### src/rtl/i2s_tx_pkg.sv
package i2s_tx_pkg;
  localparam int unsigned RATIO_W_DEF  = 8;
  localparam int unsigned RES_W_DEF    = 6;
  localparam int unsigned SAMPLE_W_DEF = 32;
  localparam int unsigned RES_MIN      = 8;
  localparam int unsigned RATIO_OFFSET = 2;
endpackage

### src/rtl/i2s_clk_div.sv
module i2s_clk_div #(
  parameter int unsigned RATIO_W = 8
) (
  input  logic               clk_i,
  input  logic               rst_ni,
  input  logic               en_i,
  input  logic [RATIO_W-1:0] ratio_i,
  output logic               sck_o,
  output logic               fall_o
);
  localparam int unsigned DIV_W = RATIO_W + 1;

  logic [DIV_W-1:0] div_q;
  logic [DIV_W-1:0] term;
  logic             sck_q;
  logic             tick;

  // half-period = ratio + offset cycles; terminal count is one less
  assign term = {1'b0, ratio_i} + DIV_W'(i2s_tx_pkg::RATIO_OFFSET - 1);
  assign tick = (div_q == term);

  always_ff @(posedge clk_i or negedge rst_ni) begin
    if (!rst_ni) begin
      div_q <= '0;
      sck_q <= 1'b0;
    end else if (!en_i) begin
      div_q <= '0;
      sck_q <= 1'b0;
    end else if (tick) begin
      div_q <= '0;
      sck_q <= ~sck_q;
    end else begin
      div_q <= div_q + 1'b1;
    end
  end

  assign sck_o  = sck_q;
  assign fall_o = en_i & sck_q & tick;
endmodule

### src/rtl/i2s_frame_ctl.sv
module i2s_frame_ctl #(
  parameter int unsigned RATIO_W  = 8,
  parameter int unsigned RES_W    = 6,
  parameter int unsigned SAMPLE_W = 32
) (
  input  logic               clk_i,
  input  logic               rst_ni,
  input  logic               en_i,
  input  logic               fall_i,
  input  logic [RATIO_W-1:0] ratio_i,
  input  logic [RES_W-1:0]   res_i,
  output logic [RATIO_W-1:0] ratio_s_o,
  output logic [RES_W-1:0]   res_s_o,
  output logic [RES_W-1:0]   res_in_o,
  output logic               ws_o,
  output logic               frame_start_o,
  output logic               right_start_o
);
  localparam logic [RES_W-1:0] RES_LO = RES_W'(i2s_tx_pkg::RES_MIN);
  localparam logic [RES_W-1:0] RES_HI = RES_W'(SAMPLE_W);

  logic [RATIO_W-1:0] ratio_s_q;
  logic [RES_W-1:0]   res_s_q;
  logic [RES_W-1:0]   res_c;
  logic [RES_W-1:0]   k_q;
  logic [RES_W-1:0]   k_nxt;
  logic               ch_q;
  logic               ws_q;
  logic               last;

  always_comb begin
    if (res_i < RES_LO)      res_c = RES_LO;
    else if (res_i > RES_HI) res_c = RES_HI;
    else                     res_c = res_i;
  end

  assign last          = (k_q == res_s_q - 1'b1);
  assign k_nxt         = k_q + 1'b1;
  assign frame_start_o = fall_i & ch_q & last;
  assign right_start_o = fall_i & ~ch_q & last;

  always_ff @(posedge clk_i or negedge rst_ni) begin
    if (!rst_ni) begin
      ratio_s_q <= '0;
      res_s_q   <= RES_LO;
      k_q       <= RES_LO - 1'b1;
      ch_q      <= 1'b1;
      ws_q      <= 1'b0;
    end else if (!en_i) begin
      // idle: sit in the last slot of a right word so the first slot is a lead-in
      ratio_s_q <= ratio_i;
      res_s_q   <= res_c;
      k_q       <= res_c - 1'b1;
      ch_q      <= 1'b1;
      ws_q      <= 1'b0;
    end else if (fall_i) begin
      if (last) begin
        k_q  <= '0;
        ch_q <= ~ch_q;
        ws_q <= ~ch_q;
        if (ch_q) begin
          ratio_s_q <= ratio_i;
          res_s_q   <= res_c;
        end
      end else begin
        k_q  <= k_nxt;
        ws_q <= (k_nxt == res_s_q - 1'b1) ? ~ch_q : ch_q;
      end
    end
  end

  assign ratio_s_o = ratio_s_q;
  assign res_s_o   = res_s_q;
  assign res_in_o  = res_c;
  assign ws_o      = ws_q;
endmodule

### src/rtl/i2s_shifter.sv
module i2s_shifter #(
  parameter int unsigned RES_W    = 6,
  parameter int unsigned SAMPLE_W = 32
) (
  input  logic                clk_i,
  input  logic                rst_ni,
  input  logic                en_i,
  input  logic                fall_i,
  input  logic                frame_start_i,
  input  logic                right_start_i,
  input  logic                take_i,
  input  logic [RES_W-1:0]    res_new_i,
  input  logic [RES_W-1:0]    res_cur_i,
  input  logic [SAMPLE_W-1:0] left_i,
  input  logic [SAMPLE_W-1:0] right_i,
  output logic                sd_o
);
  localparam logic [RES_W-1:0] W_L = RES_W'(SAMPLE_W);

  logic [SAMPLE_W-1:0] sh_q;
  logic [SAMPLE_W-1:0] hold_q;
  logic [RES_W-1:0]    amt_new;
  logic [RES_W-1:0]    amt_cur;

  // left-align the RES-bit word so the MSB sits at the top
  assign amt_new = W_L - res_new_i;
  assign amt_cur = W_L - res_cur_i;

  always_ff @(posedge clk_i or negedge rst_ni) begin
    if (!rst_ni) begin
      sh_q   <= '0;
      hold_q <= '0;
    end else if (!en_i) begin
      sh_q   <= '0;
      hold_q <= '0;
    end else if (frame_start_i) begin
      sh_q   <= take_i ? (left_i << amt_new) : '0;
      hold_q <= take_i ? right_i : '0;
    end else if (right_start_i) begin
      sh_q   <= hold_q << amt_cur;
    end else if (fall_i) begin
      sh_q   <= {sh_q[SAMPLE_W-2:0], 1'b0};
    end
  end

  assign sd_o = sh_q[SAMPLE_W-1];
endmodule

### src/rtl/i2s_tx_master.sv
module i2s_tx_master #(
  parameter int unsigned RATIO_W  = i2s_tx_pkg::RATIO_W_DEF,
  parameter int unsigned RES_W    = i2s_tx_pkg::RES_W_DEF,
  parameter int unsigned SAMPLE_W = i2s_tx_pkg::SAMPLE_W_DEF
) (
  input  logic                clk_i,
  input  logic                rst_ni,
  input  logic                enable_i,
  input  logic [RATIO_W-1:0]  ratio_i,
  input  logic [RES_W-1:0]    res_i,
  input  logic [SAMPLE_W-1:0] left_i,
  input  logic [SAMPLE_W-1:0] right_i,
  input  logic                valid_i,
  output logic                req_o,
  output logic                sck_o,
  output logic                ws_o,
  output logic                sd_o
);
  logic [RATIO_W-1:0] ratio_s;
  logic [RES_W-1:0]   res_s;
  logic [RES_W-1:0]   res_in;
  logic               fall;
  logic               frame_start;
  logic               right_start;

  i2s_clk_div #(.RATIO_W(RATIO_W)) u_div (
    .clk_i   (clk_i),
    .rst_ni  (rst_ni),
    .en_i    (enable_i),
    .ratio_i (ratio_s),
    .sck_o   (sck_o),
    .fall_o  (fall)
  );

  i2s_frame_ctl #(.RATIO_W(RATIO_W), .RES_W(RES_W), .SAMPLE_W(SAMPLE_W)) u_ctl (
    .clk_i         (clk_i),
    .rst_ni        (rst_ni),
    .en_i          (enable_i),
    .fall_i        (fall),
    .ratio_i       (ratio_i),
    .res_i         (res_i),
    .ratio_s_o     (ratio_s),
    .res_s_o       (res_s),
    .res_in_o      (res_in),
    .ws_o          (ws_o),
    .frame_start_o (frame_start),
    .right_start_o (right_start)
  );

  i2s_shifter #(.RES_W(RES_W), .SAMPLE_W(SAMPLE_W)) u_sh (
    .clk_i         (clk_i),
    .rst_ni        (rst_ni),
    .en_i          (enable_i),
    .fall_i        (fall),
    .frame_start_i (frame_start),
    .right_start_i (right_start),
    .take_i        (valid_i),
    .res_new_i     (res_in),
    .res_cur_i     (res_s),
    .left_i        (left_i),
    .right_i       (right_i),
    .sd_o          (sd_o)
  );

  assign req_o = frame_start;
endmodule

### config.mk
export PLATFORM = sky130hd
export DESIGN_NAME = i2s_tx_master
export DESIGN_NICKNAME = d
export VERILOG_FILES = /design/src/rtl/i2s_tx_pkg.sv /design/src/rtl/i2s_clk_div.sv /design/src/rtl/i2s_frame_ctl.sv /design/src/rtl/i2s_shifter.sv /design/src/rtl/i2s_tx_master.sv
export SDC_FILE = /design/constraint.sdc
export NUM_CORES = 1
export LEC_CHECK = 0
export BUFFER_PORTS_ARGS = -buffer_cell sky130_fd_sc_hd__buf_2
export CAP_MARGIN = 10
export CORE_ASPECT_RATIO = 1.2
export CORE_UTILIZATION = 37
export CTS_BUF_LIST = sky130_fd_sc_hd__clkbuf_8 sky130_fd_sc_hd__clkbuf_16
export CTS_CLUSTER_DIAMETER = 120
export DETAILED_ROUTE_END_ITERATION = 8
export PLACE_DENSITY = 0.62
export SYNTH_ARGS = -nofsm -noshare
export SYNTH_HDL_FRONTEND = slang
export SYNTH_SLANG_ARGS = --single-unit
### constraint.sdc
create_clock -name clk_i -period 3.2 [get_ports clk_i]
set_input_delay 0.16 -clock clk_i [delete_from_list [all_inputs] [get_ports clk_i]]
set_output_delay 0.16 -clock clk_i [all_outputs]
set_load 0.1 [all_outputs]
Yosys cells after proc, flatten, opt, wreduce, memory -nomap -nowiden --
Cells that the tools add are included.
Operators by class: add/sub/neg operators 7, magnitude comparators 2, eq/ne operators 9, shifts and indexed selects 2, muxes and demuxes 32, bitwise operators 8, reductions and logical operators 2
Operators by type and width (number):
- 32-bit 2-to-1 mux | 8
- 32-bit by 6-bit left shift with 32-bit output | 2
- 6-bit 2-to-1 mux | 9
- 8-bit 2-to-1 mux | 4
- 9-bit 2-to-1 mux | 2
- 6-bit == test | 2
- 6-bit by 1-bit subtractor with 6-bit output, second input constant | 2
- 6-bit subtractor, first input constant | 2
- 2-bit by 1-bit inequality test with 1-bit output, second input constant | 5
- 8-bit by 1-bit adder with 9-bit output, second input constant | 1
- 9-bit by 1-bit adder with 9-bit output, second input constant | 1
- 9-bit == test | 1
- 1-bit 2-to-1 mux | 9
- 6-bit by 1-bit adder with 6-bit output, second input constant | 1
- 1-bit AND | 6
- 6-bit greater-than comparator, second input constant | 1
- 6-bit by 4-bit < comparator with 1-bit output, second input constant | 1
- 4-bit by 1-bit inequality test with 1-bit output, second input constant | 1
- 3-bit AND reduction | 1
- 1-bit inverter | 2
- 2-bit AND reduction | 1
Word-level totals: flip-flop bits (word level) 96, input bits 82, output and inout port bits 4, word-level logic and storage cells 71

Longest topological paths before layout --
depth in word-level cells 8, gate-level depth with buffers 15, gate-level depth less buffers 11

By module --
Synthesis repeated with hierarchy kept, for this count alone.
Unflattened totals: cell total of the unflattened synthesis 916, area, all modules 8760.9 µm²
Modules (own cells, without submodules):
- i2s_shifter | instances 1, cells an instance 705, area an instance 6620.1 µm²
- i2s_frame_ctl | instances 1, cells an instance 131, area an instance 1352.5 µm²
- i2s_clk_div | instances 1, cells an instance 80, area an instance 788.3 µm²

Worst setup path after synthesis --
No wires, ideal clock.
path kind in2reg, from input port res_i[5], to register u_sh.sh_q[14], library setup time 0.134 ns, arrival time 3.076 ns, required time 3.066 ns, setup slack -0.010 ns, stages 14, buffers on the path 6, path through o21ba_2 -> clkbuf_2 -> clkbuf_1 -> nand2_1 -> ha_1 -> clkbuf_1 -> clkbuf_1 -> buf_2 -> clkbuf_1 -> mux4_2 -> mux2i_1 -> mux2i_1 -> a22oi_1 -> o21ai_0
Between the ends: longest elaborated chain between the ends 8, elaborated cells between the ends (all ways) 9, classes of those cells add/sub (1); order compare (2); shift (1); mux (5)
RTL lines:
- start: declaration | RTL line i2s_tx_master.sv:10 | input logic [RES_W-1:0] res_i,
- 6-bit greater-than comparator | RTL line i2s_frame_ctl.sv:33 | else if (res_i > RES_HI) res_c = RES_HI;
- 6-bit 2-to-1 mux | RTL line i2s_frame_ctl.sv:33
- 6-bit 2-to-1 mux * | RTL line i2s_frame_ctl.sv:32 | if (res_i < RES_LO) res_c = RES_LO;
- 6-bit subtractor * | RTL line i2s_shifter.sv:26 | assign amt_new = W_L - res_new_i;
- 32-bit by 6-bit left shift with 32-bit output * | RTL line i2s_shifter.sv:37 | sh_q <= take_i ? (left_i << amt_new) : '0;
- 32-bit 2-to-1 mux * | RTL line i2s_shifter.sv:37
- 32-bit 2-to-1 mux * | RTL line i2s_shifter.sv:36 | end else if (frame_start_i) begin
- 32-bit 2-to-1 mux * | RTL line i2s_shifter.sv:33 | end else if (!en_i) begin
- end signal: assignment | RTL line i2s_shifter.sv:37
- end signal: assignment | RTL line i2s_shifter.sv:40 | sh_q <= hold_q << amt_cur;
- end signal: assignment | RTL line i2s_shifter.sv:42 | sh_q <= {sh_q[SAMPLE_W-2:0], 1'b0};
- end: declaration | RTL line i2s_shifter.sv:20 | logic [SAMPLE_W-1:0] sh_q;
Every way passes the cells marked *; elsewhere a longest branch is shown, timed or not. A chain may end at the register's enable or synchronous reset.

Worst setup path after layout --
from register u_ctl.res_s_q[2], in the netlist u_ctl.res_s_o[2], to output port req_o
Between the ends: longest elaborated chain between the ends 3
RTL lines:
- start: declaration | RTL line i2s_frame_ctl.sv:23 | logic [RES_W-1:0] res_s_q;
- start signal: assignment | RTL line i2s_frame_ctl.sv:52 | res_s_q <= res_c;
- start signal: assignment | RTL line i2s_frame_ctl.sv:63 | res_s_q <= res_c;
- 6-bit by 1-bit subtractor with 6-bit output | RTL line i2s_frame_ctl.sv:37 | assign last = (k_q == res_s_q - 1'b1);
- 6-bit == test | RTL line i2s_frame_ctl.sv:37
- 1-bit AND | RTL line i2s_frame_ctl.sv:39 | assign frame_start_o = fall_i & ch_q & last;
- end: declaration | RTL line i2s_tx_master.sv:14 | output logic req_o,
Every way passes these cells.

==> metrics.md <==
| Metric | Value |
|---|---|
| Clock Latency Late Sink | `about 0.36 ns` |
| Path depth of the worst reg2reg path | `10` |
| #FFs+latches synth | `96` |
| Slew HR | `a little over a third` |
| Mean Syn Cell Area | `about 9.4 sq um` |
| Unrepaired setup endpoints after global routing | `no` |
| Register area share after synthesis | `about 28%` |
| Gate power share | `about a third` |
| Critical R2R Capture | `u_sh.sh_q[31]` |
| Inst Count DP | `around 1,300` |
| Total gr overflow | `0` |
| Yosys top cell by area | `dfrtp_1` |
| I/O Buffers | `85` |
| Post-synth EDFFs | `0` |
| Largest net degree at the start of global routing | `slightly below 80` |
| Area contributors post-synth | `dfrtp_1 (26%), mux4_2 (12%), mux2i_1 (8.7%)` |
| Switch Pwr | `0.001263 W` |
| CP Max Fanout | `11` |
| Status | `finished, violations left` |
| Final setup vio count | `0` |
| Post-Layout Cell Count | `1,327` |
| Clk pwr share | `about 29%` |
| Ys flop type | `dfrtp_1` |
| Layout cell share with drive strength beyond 1 | `25.10%` |
| Worst Clk Skew | `about 0.016 ns` |
| Critical Path Start Type | `register` |
| Pint | `~0.0023 W` |
| Cell Rows | `61` |
| Critical Path RT | `between 3 and 4 ns` |
| Gr usage total | `about 23%` |
| Worst vdd ir | `~230 uV` |
| TritonCTS clock tree | `yes` |
| Failing checks | `negative hold slack` |
| Setup slack, reg-to-reg | `~0.25 ns` |
| Synth warn | `0` |
| Post-Syn Nets | `1,012` |
| CP max-delay cell | `dfrtp_1` |
| Postcts setup bufs | `0` |
| CP Launch Point | `u_ctl.res_s_o[2]` |
| PwrDens | `359.0 mW/mm^2` |
| Most common cell in the netlist | `dfrtp_1` |
| Worst-path clk slew | `~0.080 ns` |
| TritonRoute pass-1 iters | `6` |
| Switching Share | `a little over a third` |
| Area share of the largest cell type after synthesis | `a little over a quarter` |
| Tcrit/Tclk final | `a little over nine tenths` |
| Mapped Cells | `approximately 920` |
| Clock Tree Buf Depth | `2` |
| Register share of total power | `between 30% and 40%` |
| Crit-path cells | `or3_4 > nor3_4 > xor3_1 > nor2_1 > buf_4 > nand2_1 > nor2_2 > buf_12` |
| Post-Syn Area | `between 0.008 and 0.009 sq mm` |
| Die area | `about 0.024 sq mm` |
| Drt wl/cell | `approximately 20 microns` |
| Crit path to | `req_o` |
| Max-cap violations | `0` |
| Num CTS Buffers | `9` |
| Final hold slack | `-0.03749 ns` |
| Crit. End Element | `output port` |
| Synthesis-to-finish area growth | `15.27%` |
| Root buffer selected by CTS | `clkbuf_16` |
| GPL Wtd Cong | `between 0.9 and 1` |
| Post-DP HPWL | `around 20,000 microns` |
| Slew Limit Fails | `0` |
| DRC | `0` |
| Hold Path Class | `input pin to async pin` |
| CP peak stage delay | `between 0.5 and 0.6 ns` |
| Critical path type | `register to output port` |
| # clock sinks | `96` |
| Netlist cell types | `88` |
| Vias | `between 7,000 and 8,000` |
| Initial Util | `a little under two fifths` |
| Tmin final | `3.028 ns` |
| Final hold vios | `70` |
| CP arrival | `about 2.9 ns` |
| Fmax | `~0.33 GHz` |
| DRT antenna net count | `0` |
| TNS Setup | `0 ns` |
| Lkg Pwr | `between 3 and 4 nW` |
| Initial DRC count | `620` |
| Vias in the first global route | `~7,600` |
| Initial antenna violation count | `0` |
| Hold_buf cts | `0` |
| Commonest cells in the netlist | `dfrtp_1 (91), nand2_1 (90), mux2i_1 (75), nor2_1 (54)` |
| Asr flop ratio synth | `100.0%` |
| # diodes | `0` |
| Vias per cell | `between 5 and 6` |
| First-pass GRT wire length | `between 40,000 and 50,000 microns` |
| # IOs | `86` |
| Fin nets | `around 1,100` |
| WL final | `26,500 microns` |
| Worst-Margin Slew | `0.9574 ns` |
| Die W | `141.7 microns` |
| Core Area | `between 0.02 and 0.025 sq mm` |
| H-tree Lvls | `3` |
| Critical R2R Launch | `u_ctl.res_s_o[0]` |
| Die Ht | `169.7 microns` |
-- how the worst min path moves through the flow --
stage                    endpoint  slack, ns
6_report           u_div.div_q[3]      -0.04
4_1_cts            u_div.div_q[4]      0.002
5_1_grt        u_ctl.ratio_s_o[4]       0.01
3_3_place_gp   u_ctl.ratio_s_o[5]       0.37
2_1_floorplan        u_ctl.k_q[3]      -0.14
3_5_place_dp   u_ctl.ratio_s_o[5]       0.38
-- through the flow --
| step | cell area, sq um | power, W | hold slack [ns] | utilization, % | setup WS [ns] |
|---|---|---|---|---|---|
| global route | 9995 | 0.003765 | 0.01477 | 43.36 | 0.04558 |
| CTS | 9990 | 0.003593 | 0.001520 | 43.34 | 0.06217 |
| floorplan | 8672 | 0.002155 | -0.1356 | - | 0.03261 |
| finish | 9995 | 0.003588 | -0.03749 | 43.36 | 0.1718 |
| global placement | 9707 | 0.002565 | 0.3743 | 42.11 | 0.2374 |
| detailed placement | 9707 | 0.002566 | 0.3767 | 42.11 | 0.2028 |
-- registers in the layout, indices dropped and copies added (netlist names) --
name and count:
u_ctl.ch_q 1, u_sh.hold_q 32, u_ctl.ws_o 1, u_div.sck_o 1, u_ctl.k_q 6, u_div.div_q 9, u_sh.sh_q 32, u_ctl.ratio_s_o 8
u_ctl.res_s_o 6
-- metal layers --
metal | track usage [%] | up-vias | part of all wire [%] | wire length, microns
met3 | 2.427 | 40 | 4.3 | 1140
li1 | - | 3724 | - | -
met2 | 38.83 | 254 | 49 | 13080
met5 | 0 | - | 0 | 0
met1 | 30.13 | 3902 | 44 | 11760
met4 | 6.826 | 0 | 1.9 | 514
-- power groups by stage --
| stage | Sequential (W) | Combinational [W] | Clock [W] |
|---|---|---|---|
| 4_1_cts | 0.00130 | 0.00125 | 0.00105 |
| 3_3_place_gp | 0.00132 | 0.00125 | 0 |
| 3_5_place_dp | 0.00132 | 0.00125 | 0 |
| 2_1_floorplan | 0.00129 | 0.000863 | 0 |
| 6_report | 0.00130 | 0.00126 | 0.00103 |
| 5_1_grt | 0.00130 | 0.00136 | 0.00110 |
-- layout by cell type (no fill, tap or decap), types with 5 or more instances in the layout --
| cell type | n |
|---|---|
| nand4_1 | 5 |
| nand2_1 | 90 |
| o21ai_0 | 45 |
| a31oi_1 | 9 |
| mux4_2 | 45 |
| nand2b_1 | 20 |
| inv_1 | 17 |
| nor2_1 | 53 |
| nor3_1 | 23 |
| buf_12 | 7 |
| a21boi_0 | 6 |
| a21oi_1 | 22 |
| o211ai_1 | 6 |
| a211oi_1 | 21 |
| nand3_1 | 29 |
| a32oi_1 | 8 |
| o22ai_1 | 12 |
| nor2b_1 | 7 |
| a22oi_1 | 34 |
| o21ai_1 | 15 |
| clkbuf_16 | 9 |
| and2_1 | 11 |
| a22o_1 | 42 |
| buf_2 | 83 |
| dfrtp_1 | 90 |
| a211o_1 | 8 |
| o31ai_1 | 7 |
| xnor2_1 | 19 |
| xor2_1 | 14 |
| buf_4 | 53 |
| or3_1 | 7 |
| and3_1 | 5 |
| mux2i_1 | 75 |
| mux2_1 | 7 |
| dfstp_2 | 5 |
| mux2_2 | 7 |
-- worst max-delay path: cells and delay by family (launching register included) --
kind | cells | cell delay [ns]
and+or+nand+nor | 5 | 1.24
buffers and inverters | 2 | 0.45
xor gates and xnor gates | 1 | 0.27
DFF | 1 | 0.55
-- repair_timing --
action                     CTS  global route
setup endpoints to repair    1             1
resized for setup            1             2
cloned                       0             0
pin swaps                    0             0
-- layout make-up --
| class | count | area (sq um) |
|---|---|---|
| Fill cell | 2302 | 13060 |
| Multi-Input combinational cell | 740 | 5896 |
| Sequential cell | 96 | 2410 |
| Timing Repair Buffer | 143 | 953.4 |
| Tap cell | 315 | 394.1 |
| Clock buffer | 10 | 239.0 |
| Inverter | 17 | 63.81 |
| Clock inverter | 6 | 38.79 |
-- cell families after synthesis --
kind of cell,share of synthesized area (%)
buf+inv,4.516
mux,22.16
flops,27.78
compound gates,23.07
xor+xnor,4.430
fa+ha+maj,0.8658
simple gates,17.17
(Power assumes the default switching activity.)
